--- src/rtl/swg_pkg.sv ---
package swg_pkg;

    typedef enum logic [2:0] {
        WV_RAMP_UP    = 3'd0,
        WV_RAMP_DN    = 3'd1,
        WV_TRI        = 3'd2,
        WV_NOISE      = 3'd3,
        WV_LEVEL      = 3'd4,
        WV_STEP       = 3'd5,
        WV_SWEEP_FLAT = 3'd6,
        WV_SWEEP_GROW = 3'd7
    } wave_e;

    typedef struct packed {
        logic  reverse;
        wave_e wave;
    } mode_t;

    typedef enum logic {
        DIR_UP = 1'b0,
        DIR_DN = 1'b1
    } dir_e;

    // Feedback masks for a left-shifting Fibonacci LFSR, maximal length.
    function automatic logic [23:0] noise_taps(input int unsigned w);
        case (w)
            4:       return 24'h00000C;
            5:       return 24'h000014;
            6:       return 24'h000030;
            7:       return 24'h000060;
            8:       return 24'h0000B8;
            9:       return 24'h000110;
            10:      return 24'h000240;
            11:      return 24'h000500;
            12:      return 24'h000829;
            13:      return 24'h00100D;
            14:      return 24'h002015;
            15:      return 24'h006000;
            16:      return 24'h00D008;
            17:      return 24'h012000;
            18:      return 24'h020400;
            19:      return 24'h040023;
            20:      return 24'h090000;
            21:      return 24'h140000;
            22:      return 24'h300000;
            23:      return 24'h420000;
            default: return 24'hE10000;
        endcase
    endfunction

    function automatic logic is_sweep(input wave_e w);
        return (w == WV_SWEEP_FLAT) || (w == WV_SWEEP_GROW);
    endfunction

endpackage

--- src/rtl/swg_count_core.sv ---
module swg_count_core
    import swg_pkg::*;
#(
    parameter int DATA_W = 8,
    parameter int ONES_W = 3
) (
    input  logic              clk,
    input  logic              rst,
    input  logic              run,
    input  wave_e             wave,
    input  logic [ONES_W-1:0] sweep_ones,
    output logic [DATA_W-1:0] cnt,
    output logic              hp_done
);
    localparam logic [DATA_W-1:0] TAPS   = DATA_W'(noise_taps(DATA_W));
    localparam logic [DATA_W-1:0] ALL1   = '1;
    localparam logic [DATA_W-1:0] SEED   = DATA_W'(1);

    dir_e              dir;
    logic [DATA_W-1:0] cnt_nxt;
    dir_e              dir_nxt;
    logic              fb;
    logic              past_ok;

    assign fb      = ^(cnt & TAPS);
    assign hp_done = is_sweep(wave) && (cnt == DATA_W'(sweep_ones));

    always_comb begin
        cnt_nxt = cnt;
        dir_nxt = dir;
        if (!run) begin
            cnt_nxt = (wave == WV_NOISE) ? SEED : '0;
            dir_nxt = DIR_UP;
        end else begin
            case (wave)
                WV_RAMP_UP: cnt_nxt = cnt + 1'b1;
                WV_RAMP_DN: cnt_nxt = cnt - 1'b1;
                WV_TRI: begin
                    if (dir == DIR_UP) begin
                        if (cnt == ALL1) begin
                            cnt_nxt = cnt - 1'b1;
                            dir_nxt = DIR_DN;
                        end else begin
                            cnt_nxt = cnt + 1'b1;
                        end
                    end else begin
                        if (cnt == '0) begin
                            cnt_nxt = cnt + 1'b1;
                            dir_nxt = DIR_UP;
                        end else begin
                            cnt_nxt = cnt - 1'b1;
                        end
                    end
                end
                WV_NOISE:      cnt_nxt = {cnt[DATA_W-2:0], fb};
                WV_SWEEP_FLAT,
                WV_SWEEP_GROW: cnt_nxt = hp_done ? '0 : cnt + 1'b1;
                default:       cnt_nxt = cnt;
            endcase
        end
    end

    always_ff @(posedge clk) begin
        if (rst) begin
            cnt     <= '0;
            dir     <= DIR_UP;
            past_ok <= 1'b0;
        end else begin
            cnt     <= cnt_nxt;
            dir     <= dir_nxt;
            past_ok <= 1'b1;
        end
    end

    // the triangle never holds a value for two samples
    assert_tri_no_repeat_R4: assert property (@(posedge clk) disable iff (rst)
        (past_ok && run && $past(run) && wave == WV_TRI && $past(wave) == WV_TRI)
        |-> (cnt != $past(cnt)));

    // the LFSR never reaches the all-zero lock-up state
    assert_noise_nonzero_R5: assert property (@(posedge clk) disable iff (rst)
        (past_ok && $past(run) && $past(wave) == WV_NOISE && $past(cnt) != '0)
        |-> (cnt != '0));

    // the up ramp moves by exactly one each running cycle
    assert_ramp_step_R3: assert property (@(posedge clk) disable iff (rst)
        (past_ok && $past(run) && $past(wave) == WV_RAMP_UP && wave == WV_RAMP_UP)
        |-> (cnt == $past(cnt) + 1'b1));

endmodule

--- src/rtl/swg_sweep_ctl.sv ---
module swg_sweep_ctl #(
    parameter int SWEEP_W = 4,
    parameter int ONES_W  = 3
) (
    input  logic              clk,
    input  logic              rst,
    input  logic              run,
    input  logic              hp_done,
    output logic [ONES_W-1:0] ones,
    output logic              tog
);
    logic [SWEEP_W-1:0] therm;
    logic [SWEEP_W:0]   grow;

    assign grow = {therm, 1'b1};

    always_comb begin
        ones = '0;
        for (int i = 0; i < SWEEP_W; i++) begin
            ones = ones + ONES_W'(therm[i]);
        end
    end

    always_ff @(posedge clk) begin
        if (rst || !run) begin
            therm <= '0;
            tog   <= 1'b1;
        end else if (hp_done) begin
            tog <= ~tog;
            if (!tog) begin
                therm <= (&therm) ? '0 : grow[SWEEP_W-1:0];
            end
        end
    end

    // the sweep register stays a thermometer code
    assert_sweep_thermo_R8: assert property (@(posedge clk) disable iff (rst)
        (therm & (therm + 1'b1)) == '0);

    // the half-period length only changes at the end of a low half
    assert_sweep_hold_R8: assert property (@(posedge clk) disable iff (rst)
        (run && !(hp_done && !tog)) |=> (!run || $stable(therm)));

endmodule

--- src/rtl/swg_word_sel.sv ---
module swg_word_sel
    import swg_pkg::*;
#(
    parameter int DATA_W  = 8,
    parameter int SWEEP_W = 4,
    parameter int ONES_W  = 3
) (
    input  logic              clk,
    input  logic              rst,
    input  logic              run,
    input  wave_e             wave,
    input  logic              mag_we,
    input  logic [DATA_W-1:0] mag_wdata,
    input  logic [DATA_W-1:0] cnt,
    input  logic              tog,
    input  logic [ONES_W-1:0] ones,
    output logic [DATA_W-1:0] word
);
    logic [DATA_W-1:0] mag;
    logic              stepped;
    logic [ONES_W-1:0] shamt;
    logic              past_ok;

    assign shamt = ONES_W'(SWEEP_W) - ones;

    always_ff @(posedge clk) begin
        if (rst) begin
            mag     <= '0;
            stepped <= 1'b0;
            past_ok <= 1'b0;
        end else begin
            past_ok <= 1'b1;
            stepped <= run;
            if (mag_we) begin
                mag <= mag_wdata;
            end
        end
    end

    always_comb begin
        case (wave)
            WV_LEVEL:      word = mag;
            WV_STEP:       word = stepped ? mag : '0;
            WV_SWEEP_FLAT: word = tog ? mag : '0;
            WV_SWEEP_GROW: word = tog ? (mag >> shamt) : '0;
            default:       word = cnt;
        endcase
    end

    // a write lands in the magnitude register at the next edge
    assert_mag_load_R6: assert property (@(posedge clk) disable iff (rst)
        mag_we |=> (mag == $past(mag_wdata)));

    // once stepped, the level stays up while running
    assert_step_hold_R7: assert property (@(posedge clk) disable iff (rst)
        (past_ok && stepped && run) |=> stepped);

endmodule

--- src/rtl/swg_dac_mux.sv ---
module swg_dac_mux #(
    parameter int DATA_W = 8
) (
    input  logic              bist_en,
    input  logic              reverse,
    input  logic [DATA_W-1:0] word,
    input  logic [DATA_W-1:0] sys_data,
    output logic [DATA_W-1:0] dac_data
);
    logic [DATA_W-1:0] flipped;

    for (genvar i = 0; i < DATA_W; i++) begin : g_rev
        assign flipped[i] = word[DATA_W-1-i];
    end

    always_comb begin
        if (!bist_en) begin
            dac_data = sys_data;
        end else if (reverse) begin
            dac_data = flipped;
        end else begin
            dac_data = word;
        end
    end

    // reversal mirrors the end bits of the word
    always_comb begin
        if (bist_en && reverse) begin
            assert_rev_ends_R10: assert ((dac_data[0] == word[DATA_W-1]) &&
                                         (dac_data[DATA_W-1] == word[0]));
        end
    end

endmodule

--- src/rtl/stim_wave_gen.sv ---
module stim_wave_gen
    import swg_pkg::*;
#(
    parameter int DATA_W  = 8,
    parameter int SWEEP_W = 4
) (
    input  logic              clk,
    input  logic              rst,
    input  logic              bist_en,
    input  logic [3:0]        mode,
    input  logic              mag_we,
    input  logic [DATA_W-1:0] mag_wdata,
    input  logic [DATA_W-1:0] sys_data,
    output logic [DATA_W-1:0] dac_data
);
    localparam int ONES_W = $clog2(SWEEP_W + 1);

    mode_t             sel;
    logic [DATA_W-1:0] cnt;
    logic              hp_done;
    logic [ONES_W-1:0] ones;
    logic              tog;
    logic [DATA_W-1:0] word;

    assign sel = mode_t'(mode);

    swg_count_core #(.DATA_W(DATA_W), .ONES_W(ONES_W)) u_core (
        .clk        (clk),
        .rst        (rst),
        .run        (bist_en),
        .wave       (sel.wave),
        .sweep_ones (ones),
        .cnt        (cnt),
        .hp_done    (hp_done)
    );

    swg_sweep_ctl #(.SWEEP_W(SWEEP_W), .ONES_W(ONES_W)) u_sweep (
        .clk     (clk),
        .rst     (rst),
        .run     (bist_en),
        .hp_done (hp_done),
        .ones    (ones),
        .tog     (tog)
    );

    swg_word_sel #(.DATA_W(DATA_W), .SWEEP_W(SWEEP_W), .ONES_W(ONES_W)) u_sel (
        .clk       (clk),
        .rst       (rst),
        .run       (bist_en),
        .wave      (sel.wave),
        .mag_we    (mag_we),
        .mag_wdata (mag_wdata),
        .cnt       (cnt),
        .tog       (tog),
        .ones      (ones),
        .word      (word)
    );

    swg_dac_mux #(.DATA_W(DATA_W)) u_mux (
        .bist_en  (bist_en),
        .reverse  (sel.reverse),
        .word     (word),
        .sys_data (sys_data),
        .dac_data (dac_data)
    );

    // a stopped generator hands the DAC the system word
    assert_sys_pass_R1: assert property (@(posedge clk) disable iff (rst)
        !bist_en |-> (dac_data == sys_data));

endmodule

--- config.mk ---
export PLATFORM = sky130hd
export DESIGN_NAME = stim_wave_gen
export DESIGN_NICKNAME = d
export VERILOG_FILES = /design/src/rtl/swg_pkg.sv /design/src/rtl/swg_count_core.sv /design/src/rtl/swg_sweep_ctl.sv /design/src/rtl/swg_word_sel.sv /design/src/rtl/swg_dac_mux.sv /design/src/rtl/stim_wave_gen.sv
export SDC_FILE = /design/constraint.sdc
export NUM_CORES = 1
export LEC_CHECK = 0
export BUFFER_PORTS_ARGS = -buffer_cell sky130_fd_sc_hd__clkbuf_2
export CORE_MARGIN = 2
export CORE_UTILIZATION = 45
export CTS_CLUSTER_DIAMETER = 100
export DETAILED_ROUTE_END_ITERATION = 16
export PLACE_DENSITY_LB_ADDON = 0.1
export SLEW_MARGIN = 20
export SYNTH_ARGS = -nofsm -noshare
export SYNTH_HDL_FRONTEND = slang
export SYNTH_SLANG_ARGS = --single-unit
--- constraint.sdc ---
create_clock -name clk -period 7.35 [get_ports clk]
set_input_delay 0.3675 -clock clk [delete_from_list [all_inputs] [get_ports clk]]
set_output_delay 0.3675 -clock clk [all_outputs]
set_load 0.01 [all_outputs]
==> results.toml, run 1 <==
[cells_and_area]
syn_to_final_growth_pct = 8.402
regArea_um2 = 460.4
layout_common_cells = "clkbuf_2, nor2_1, dfxtp_1"
final_common_cell = "clkbuf_2"
fin_nets = 340
nFillCells = 515
diodes = 0
fin_util = 0.5127
drive_gt1_frac = 0.1699
multi_input_area_um2 = 1662

[worst_setup_path]
worstSetupStartpointType = "register"
worstPathRequired_ns = 6.98
critPathCaptureType = "output port"
crit_arrival_ns = 4.11
r2r_cells = 8
path_class = "register to output port"
crit_fanout = 12

[synth]
synth_seq_area_share = 0.2021
mappedNetlistNets = 326
synth-edff-count = 0
yosysWarnings = 0
synthesis.area_um2 = 2278
ys_async_sr_fraction = 0
synth.distinct_cells = 53
synth_seq_cells = 23
synth-main-ff-cell = "dfxtp_1"
syn_inst = 293
syn_area_per_cell_um2 = 7.776

[sta]
rsz0062_at_grt = "false"
fin_crit_sh = 0.6093
slew_violations = 0
slew_headroom = 0.5905
post-route-min-period_ns = 4.478
final-hold-violation-count = 0
finalSetupViolCount = 0
finClkSkew_ns = 0.006761
fin_setup_tns_ns = 0
tightest_slew_ns = 0.6098
fmaxAchievable_mhz = 223.3

[grt]
grt-ovfl-total = 0
grt_pass1_wl_um = 10380
grt_max_degree = 21
grt_util_all_layers = 0.2383
grt_pass1_vias = 2052
antenna_found_initial = 0

[pwr]
power_leakage_uw = 0.001013
max-vdd-ir-drop_uv = 88.54
p_per_area_nw_per_um2 = 124.5

[die]
die_area_um2 = 5648
core_area_um2 = 4817
pin_count = 32
rows = 25
start_util = 0.4730
die_x_um = 75.16
die_h_um = 75.16

[detailed_routing]
num_vias = 2281
detail_route.wl_per_cell_um = 17.14
drtAntennaViolNets = 0
firstDrtPassIters = 5
drtIter0Drc = 277
wirelength_um = 6394
via_per_inst = 6.115
route.detailed.drc = 0

[cts]
clkLatencyLatePin_ns = 0.27
cts_tree = "built"
clock_path_buffers = 2
cts-root-buf = "clkbuf_8"
ctsHoldBuffers = 0
cts-resized-gates = 0
clkSinkCount = 23
post_cts_buffers = 0
cts_made_buffers = 3
clk_pin_slew_ns = 0.09
cts_max_level = 1

[hold_path]
hold_path_depth = 3
hold_class = "input pin to register"

[place]
portBuffers = 31
gp_congestion = 0.9125
place.detailed.hpwl_um = 4568

[flow_run]
maxCapViolations = 0

[outcome]
outcome = "complete, no violations"
-- where the power goes --
part	switching, µW	internal, µW
clock	44.5	38.8
sequential	11.1	129
combinational	47.4	36.4
total	103	204
-- critical path: stages, from the launching register on --
cell	delay [ns]
dfxtp_1	0.33
ha_1	0.28
inv_1	0.05
fa_1	0.68
ha_1	0.68
mux2_2	0.40
mux4_2	0.46
a222oi_1	0.44
mux2i_1	0.13
mux2_2	0.28
clkbuf_2	0.12
-- final timing paths --
check                                     start                             to  slack [ns]
setup / recovery  u_sweep.therm[1]$_SDFFE_PP0P_                    dac_data[1]        2.87
hold / removal                     mag_wdata[4]      u_sel.mag[4]$_SDFFE_PP0P_        0.33
setup reg to reg  u_sweep.therm[1]$_SDFFE_PP0P_  u_sweep.therm[0]$_SDFFE_PP0P_        4.45
hold reg to reg   u_sweep.therm[0]$_SDFFE_PP0P_  u_sweep.therm[1]$_SDFFE_PP0P_        0.49
-- layout make-up --
class / instances / share of cell area
clock buffers: 4 / 0.01824
repair buffers: 31 / 0.06282
inverters: 17 / 0.02584
flip-flops and latches: 23 / 0.1864
multi-input cells: 231 / 0.6727
well taps: 67 / 0.03394
-- synthesized netlist by cell type (all sizes together), types with 2 or more instances --
cell type	count	area [µm²]
a211o	2	17.52
a21oi	11	55.05
a222oi	3	30.03
a22o	3	26.28
a22oi	4	30.03
a31oi	8	50.05
a32oi	5	43.79
and3	2	12.51
buf	4	25.02
clkbuf	18	67.56
dfxtp	23	460.4
ha	8	100.1
inv	17	63.81
mux2	6	67.56
mux2i	16	160.2
mux4	4	90.09
nand2	17	63.81
nand2b	6	37.54
nand3	19	95.09
nand3b	2	15.01
nand4	4	25.02
nor2	25	93.84
nor2b	6	37.54
nor3	3	26.28
nor3b	2	15.01
nor4	2	12.51
o2111ai	2	17.52
o211ai	5	37.54
o21ai	20	100.1
o22ai	3	18.77
o2bb2ai	2	17.52
o31ai	3	22.52
o41ai	4	35.03
or2	4	25.02
or4	3	26.27
xnor2	9	78.83
xor2	6	52.55
-- flip-flops by register name (all words and copies together) (netlist names) --
| name | flops |
|---|---|
| u_sel.stepped | 1 |
| u_sel.mag | 8 |
| u_core.dir | 1 |
| u_sweep.therm | 4 |
| u_sweep.tog | 1 |
| u_core.cnt | 8 |
-- per-layer routing --
metal / vias up / share of wire / global-route usage
li1: 1124 / - / -
met1: 1048 / 0.48 / 0.3529
met2: 99 / 0.44 / 0.3694
met3: 10 / 0.070 / 0.03079
met4: 0 / 0.012 / 0.05458
met5: - / 0 / 0
-- through the flow --
stage	hold WS, ns	power (µW)	worst slack, ns	cells	area (µm²)
global route	0.3352	323.0	2.674	373	2470
CTS	0.3293	307.3	2.885	373	2470
global placement	0.4784	224.9	3.233	369	2425
finish	0.3300	307.6	2.872	373	2470
floorplan	0.4597	201.1	3.751	293	2278
detailed placement	0.4874	224.9	3.193	369	2425
-- kinds of logic (layout without fill, tap and decap cells) --
| logic type | after synthesis | count (layout) | synth area share |
|---|---|---|---|
| muxes | 26 | 26 | 0.1395 |
| and+or+nand+nor | 99 | 99 | 0.2301 |
| adders and majority gates | 9 | 9 | 0.05272 |
| AOI/OAI and AO/OA | 82 | 82 | 0.2493 |
| xor gates and xnor gates | 15 | 15 | 0.05766 |
| DFF | 23 | 23 | 0.2021 |
| buffers and inverters | 39 | 52 | 0.06864 |
(Power assumes the default switching activity.)
==> inputs of run 2 (changes only) <==
==> constraint.sdc (replaced) <==
create_clock -name clk -period 4.6 [get_ports clk]
set_input_delay 0.23 -clock clk [delete_from_list [all_inputs] [get_ports clk]]
set_output_delay 0.23 -clock clk [all_outputs]
set_load 0.01 [all_outputs]
==> run 2 against run 1 <==
  * Power rose by 61%
  * First-iteration DRC count decreased by 16%
  * Worst setup slack worse by 2.5 ns
  * Clock skew grew 0.0025 ns
==> results.toml, run 2 (synthesis results as in run 1) <==
[grt]
grt_pass1_vias = 2063
grt_pass1_wl_um = 10480
grt_max_degree = 21
antenna_found_initial = 0
grt_util_all_layers = 0.2415
grt-ovfl-total = 0

[cells_and_area]
final_common_cell = "clkbuf_2"
diodes = 0
fin_util = 0.5151
stdcell_area_um2 = 2481
drive_gt1_frac = 0.1759
top_regs = "u_core.cnt (8), u_sel.mag (8), u_sweep.therm (4)"
layout_common_cells = "clkbuf_2, nor2_1, dfxtp_1"
regArea_um2 = 460.4
multi_input_area_um2 = 1662
nFillCells = 491
fin_nets = 341
syn_to_final_growth_pct = 8.896

[detailed_routing]
via_per_inst = 6.110
wirelength_um = 6311
route.detailed.drc = 0
detail_route.wl_per_cell_um = 16.87
drtAntennaViolNets = 0
firstDrtPassIters = 5
drtIter0Drc = 233
num_vias = 2285

[worst_setup_path]
path_cells = "ha_1 > inv_1 > fa_1 > buf_4 > ha_1 > mux2_2 > mux4_2 > a222oi_1 > mux2i_1 > mux2_2 > clkbuf_2"
worst-path-stages = 11
reg2reg_slack_ns = 1.93
worstSetupStartpointType = "register"
critPathCaptureType = "output port"
crit_arrival_ns = 3.98
slowest_stage = "ha_1"
path_class = "register to output port"
critPathCapture = "dac_data[1]"
path_buf_inv = 3
critical_path.startpoint = "u_sweep.therm[0]$_SDFFE_PP0P_"
crit_fanout = 12
r2r-start = "u_sweep.therm[0]$_SDFFE_PP0P_"
crit_path_max_incr_delay_ns = 0.59
worstPathRequired_ns = 4.37
worst_path_dominant_cell_family = "adder cells"
r2r_end = "u_sweep.therm[3]$_SDFFE_PP0P_"
r2r_cells = 9

[sta]
slew_headroom = 0.5839
tightest_slew_ns = 0.6233
post-route-min-period_ns = 4.211
slew_violations = 0
fmaxAchievable_mhz = 237.5
fin_setup_tns_ns = 0
rsz0062_at_grt = "false"
fin_crit_sh = 0.9155
final-hold-violation-count = 0
finClkSkew_ns = 0.009252
holdWs_ns = 0.1938
finalSetupViolCount = 0

[pwr]
power_leakage_uw = 0.001016
p_total_uw = 495.3
max-vdd-ir-drop_uv = 174.9
p_per_area_nw_per_um2 = 199.6

[cts]
clkSinkCount = 23
cts_made_buffers = 3
clkLatencyLatePin_ns = 0.28
clock_path_buffers = 2
ctsHoldBuffers = 0
cts-root-buf = "clkbuf_8"
cts_max_level = 1
post_cts_buffers = 0
cts-resized-gates = 0
cts_tree = "built"
clk_pin_slew_ns = 0.09

[die]
start_util = 0.4730
core_area_um2 = 4817
die_x_um = 75.16
rows = 25
die_h_um = 75.16
die_area_um2 = 5648
pin_count = 32

[place]
place.detailed.hpwl_um = 4631
gp_congestion = 0.8600
portBuffers = 31
placed_cell_area_um2 = 2432

[flow_run]
maxCapViolations = 0

[hold_path]
hold_class = "input pin to register"

[outcome]
outcome = "complete, no violations"
## run 2: final cells by class
type / count / share of cell area
Sequential cell: 23 / 0.1856
Clock buffer: 3 / 0.01664
Inverter: 17 / 0.02572
Clock inverter: 1 / 0.003026
Tap cell: 67 / 0.03379
Timing Repair Buffer: 32 / 0.06556
Multi-Input combinational cell: 231 / 0.6697
## run 2: how the worst min path moves through the flow
| stage | slack [ns] | endpoint | depth (start not counted) | from |
|---|---|---|---|---|
| finish | 0.19 | u_sel.mag[2]$_SDFFE_PP0P_ | 3 | mag_wdata[2] |
| global route | 0.22 | u_sel.mag[5]$_SDFFE_PP0P_ | 3 | mag_wdata[5] |
| CTS | 0.19 | u_sel.mag[2]$_SDFFE_PP0P_ | 3 | mag_wdata[2] |
| detailed placement | 0.47 | u_sel.mag[2]$_SDFFE_PP0P_ | 3 | mag_wdata[2] |
| global placement | 0.46 | u_sel.mag[6]$_SDFFE_PP0P_ | 3 | mag_wdata[6] |
| floorplan | 0.38 | u_sel.mag[0]$_SDFFE_PP0P_ | 2 | mag_wdata[0] |
## run 2: tightest hold or removal path: stages
cell	delay [ns]
clkbuf_2	0.07
mux2i_1	0.05
nor2_1	0.07
## run 2: through the flow
step,cells,worst slack [ns]
after floorplan,293,1.138
after global placement,370,0.7590
after detailed placement,370,0.7128
after CTS,374,0.3949
after global routing,374,0.1599
final,374,0.3887
## run 2: report_power, final
group | internal, µW | total, µW | switching [µW]
combinational | 58.1 | 133 | 75.1
clock | 61.5 | 138 | 76.5
sequential | 207 | 224 | 17.6
## run 2: metal layers
layer | GRT usage | vias to the layer above | part of all wire
met5 | 0 | - | 0
met4 | 0.04678 | 0 | 0.013
met3 | 0.02544 | 7 | 0.059
met2 | 0.3782 | 78 | 0.45
met1 | 0.3613 | 1072 | 0.48
li1 | - | 1128 | -
==> inputs of run 3 (changes only) <==
--- a/config.mk
+++ b/config.mk
@@ -5,6 +5,7 @@
 export SDC_FILE = /design/constraint.sdc
 export NUM_CORES = 1
 export LEC_CHECK = 0
+export ABC_AREA = 1
 export BUFFER_PORTS_ARGS = -buffer_cell sky130_fd_sc_hd__clkbuf_2
 export CORE_MARGIN = 2
 export CORE_UTILIZATION = 45
==> run 3 against run 2 <==
  * Flip-flop and latch count is the same
  * Final area shrank 0.55%
  * Synthesized cell count grew 28%
  * Sequential power shrank 2%
  * Worst hold slack lost 0.012 ns
  * Largest cell class unchanged
  * Highest routed layer unchanged
==> results.toml, run 3 <==
[pwr]
pwr-share-comb = 0.279
power.share.clock = 0.271
max-vdd-ir-drop_uv = 107.8
seqPwrFrac = 0.450
power.switching_uw = 171.5
p_per_area_nw_per_um2 = 198.6
p_total_uw = 489.9
p_sw_frac = 0.3501
power_leakage_uw = 0.001162
internal_power_uw = 318.4

[synth]
synth-edff-count = 0
yosysWarnings = 0
synth_top_family_by_area = "simple AND/OR/NAND/NOR gates"
syn_inst = 376
synth_compound_area_frac = 0.1450
synthXorXnorAreaFrac = 0.04981
synthMuxAreaShare = 0
synth-main-ff-cell = "dfxtp_1"
synth_top_area_frac = 0.2075
syn_area_per_cell_um2 = 6.013
synth_fa_ha_area_frac = 0.05313
mappedNetlistNets = 409
synthSimpleGateAreaFrac = 0.4339
synth.distinct_cells = 36
synthTopCellsByCount = "nand2_1, nand3_1, inv_1"
synth_seq_area_share = 0.2037
synthesis.area_um2 = 2261
yosysTopAreaCell = "nand2_1"
synth_seq_cells = 23
synth_area_leaders = "nand2_1, dfxtp_1, nand3_1"
ys_async_sr_fraction = 0
post-synth-top-count-cell = "nand2_1"

[cts]
cts-root-buf = "clkbuf_8"
post_cts_buffers = 0
clkLatencyLatePin_ns = 0.27
clk_pin_slew_ns = 0.09
clock_path_buffers = 2
clkSinkCount = 23
cts_max_level = 1
cts_made_buffers = 3
cts-resized-gates = 0
cts_tree = "built"
ctsHoldBuffers = 0

[cells_and_area]
layout_common_cells = "nand2_1, nand3_1, inv_1"
fin_nets = 432
syn_to_final_growth_pct = 9.131
fin_util = 0.5156
diodes = 0
top_regs = "u_core.cnt (8), u_sel.mag (8), u_sweep.therm (4)"
final_common_cell = "nand2_1"
drive_gt1_frac = 0.1482

[place]
place.detailed.hpwl_um = 4561
portBuffers = 31
dp_slack_ns = 1.634
gp_congestion = 0.9175

[worst_setup_path]
r2r_end = "u_core.cnt[3]$_SDFFE_PP0P_"
critPathMostFrequentCell = "nand2_1"
critPathCaptureType = "output port"
worstPathRequired_ns = 4.37
slowest_stage = "fa_1"
path_class = "register to output port"
crit_fanout = 14
r2r_cells = 14
crit_arrival_ns = 3.09
crit_path_max_incr_delay_ns = 0.62
worstSetupStartpointType = "register"
r2r-start = "u_sweep.therm[0]$_SDFFE_PP0P_"
path_buf_inv = 3
path_cells = "ha_1 > inv_1 > fa_1 > ha_1 > inv_1 > o21ai_0 > nand3_1 > nand2_1 > nand2_1 > nand4_1 > nand3_1 > nand2_1 > clkbuf_2"
reg2reg_slack_ns = 1.87
worst_path_dominant_cell_family = "adder cells"

[sta]
holdWs_ns = 0.1823
fin_setup_tns_ns = 0
slew_violations = 0
fin_crit_sh = 0.7208
slew_headroom = 0.5551
rsz0062_at_grt = "false"
fmaxAchievable_mhz = 301.6
tightest_slew_ns = 0.6638
finClkSkew_ns = 0.004415
post-route-min-period_ns = 3.316
timing.final.ws_setup_ns = 1.284
final-hold-violation-count = 0
finalSetupViolCount = 0

[die]
pin_count = 32
die_h_um = 74.88
die_area_um2 = 5607
rows = 25
core_area_um2 = 4786
die_x_um = 74.88
start_util = 0.4724

[grt]
grt_util_all_layers = 0.2148
antenna_found_initial = 0
grt_max_degree = 18
grt-ovfl-total = 0
grt_pass1_wl_um = 9404
grt_pass1_vias = 2053

[flow_run]
maxCapViolations = 0

[hold_path]
hold_path_depth = 3
whs_endpoint = "u_sel.mag[4]$_SDFFE_PP0P_"
hold_class = "input pin to register"
min_from = "mag_wdata[4]"

[detailed_routing]
firstDrtPassIters = 4
via_per_inst = 5.138
route.detailed.drc = 0
wirelength_um = 5730
drtAntennaViolNets = 0
num_vias = 2389
drtIter0Drc = 164
detail_route.wl_per_cell_um = 12.32

[outcome]
outcome = "complete, no violations"
-- run 3: worst max-delay path by stage --
stage,slack (ns),end,startpoint,cells past startpoint
2_1_floorplan,2.05,dac_data[1],u_sweep.therm[0]$_SDFFE_PP0P_,15
3_3_place_gp,1.65,dac_data[3],u_sweep.therm[0]$_SDFFE_PP0P_,13
3_5_place_dp,1.63,dac_data[3],u_sweep.therm[0]$_SDFFE_PP0P_,13
4_1_cts,1.30,dac_data[3],u_sweep.therm[0]$_SDFFE_PP0P_,13
5_1_grt,1.06,dac_data[3],u_sweep.therm[0]$_SDFFE_PP0P_,13
6_report,1.28,dac_data[4],u_sweep.therm[0]$_SDFFE_PP0P_,13
-- run 3: metrics by stage --
step	cell area [µm²]	instances
global placement	2419	461
floorplan	2261	376
CTS	2467	465
finish	2467	465
global route	2467	465
detailed placement	2419	461
-- run 3: routing by layer --
layer,vias to the layer above,track usage,share of wire
li1,1275,-,-
met2,64,0.3411,0.42
met5,-,0,0
met3,4,0.02544,0.044
met4,0,0.04167,0.0063
met1,1046,0.3143,0.53
-- run 3: cells by family after synthesis --
family / count (synthesis)
simple gates: 216
buf+inv: 59
compound gates: 57
flops: 23
xor+xnor: 12
fa+ha+maj: 9
-- run 3: area by class of cell --
cell class / count / area, µm²
fill: 519 / 2318
multi-input combinational: 294 / 1541
sequential: 23 / 460.4
inverter: 46 / 177.7
timing repair buffer: 31 / 155.1
tap: 67 / 83.83
clock buffer: 3 / 41.29
clock inverter: 1 / 7.507
-- run 3: tightest hold or removal path, cell delays in order --
cell and delay, ns:
clkbuf_2 0.08, nand2_1 0.05, a21oi_1 0.05
-- run 3: power groups by stage --
stage	registers, µW	clock network, µW	logic [µW]
floorplan	218	0	104
global placement	225	0	135
detailed placement	225	0	135
CTS	220	142	135
global route	222	146	156
finish	220	133	137
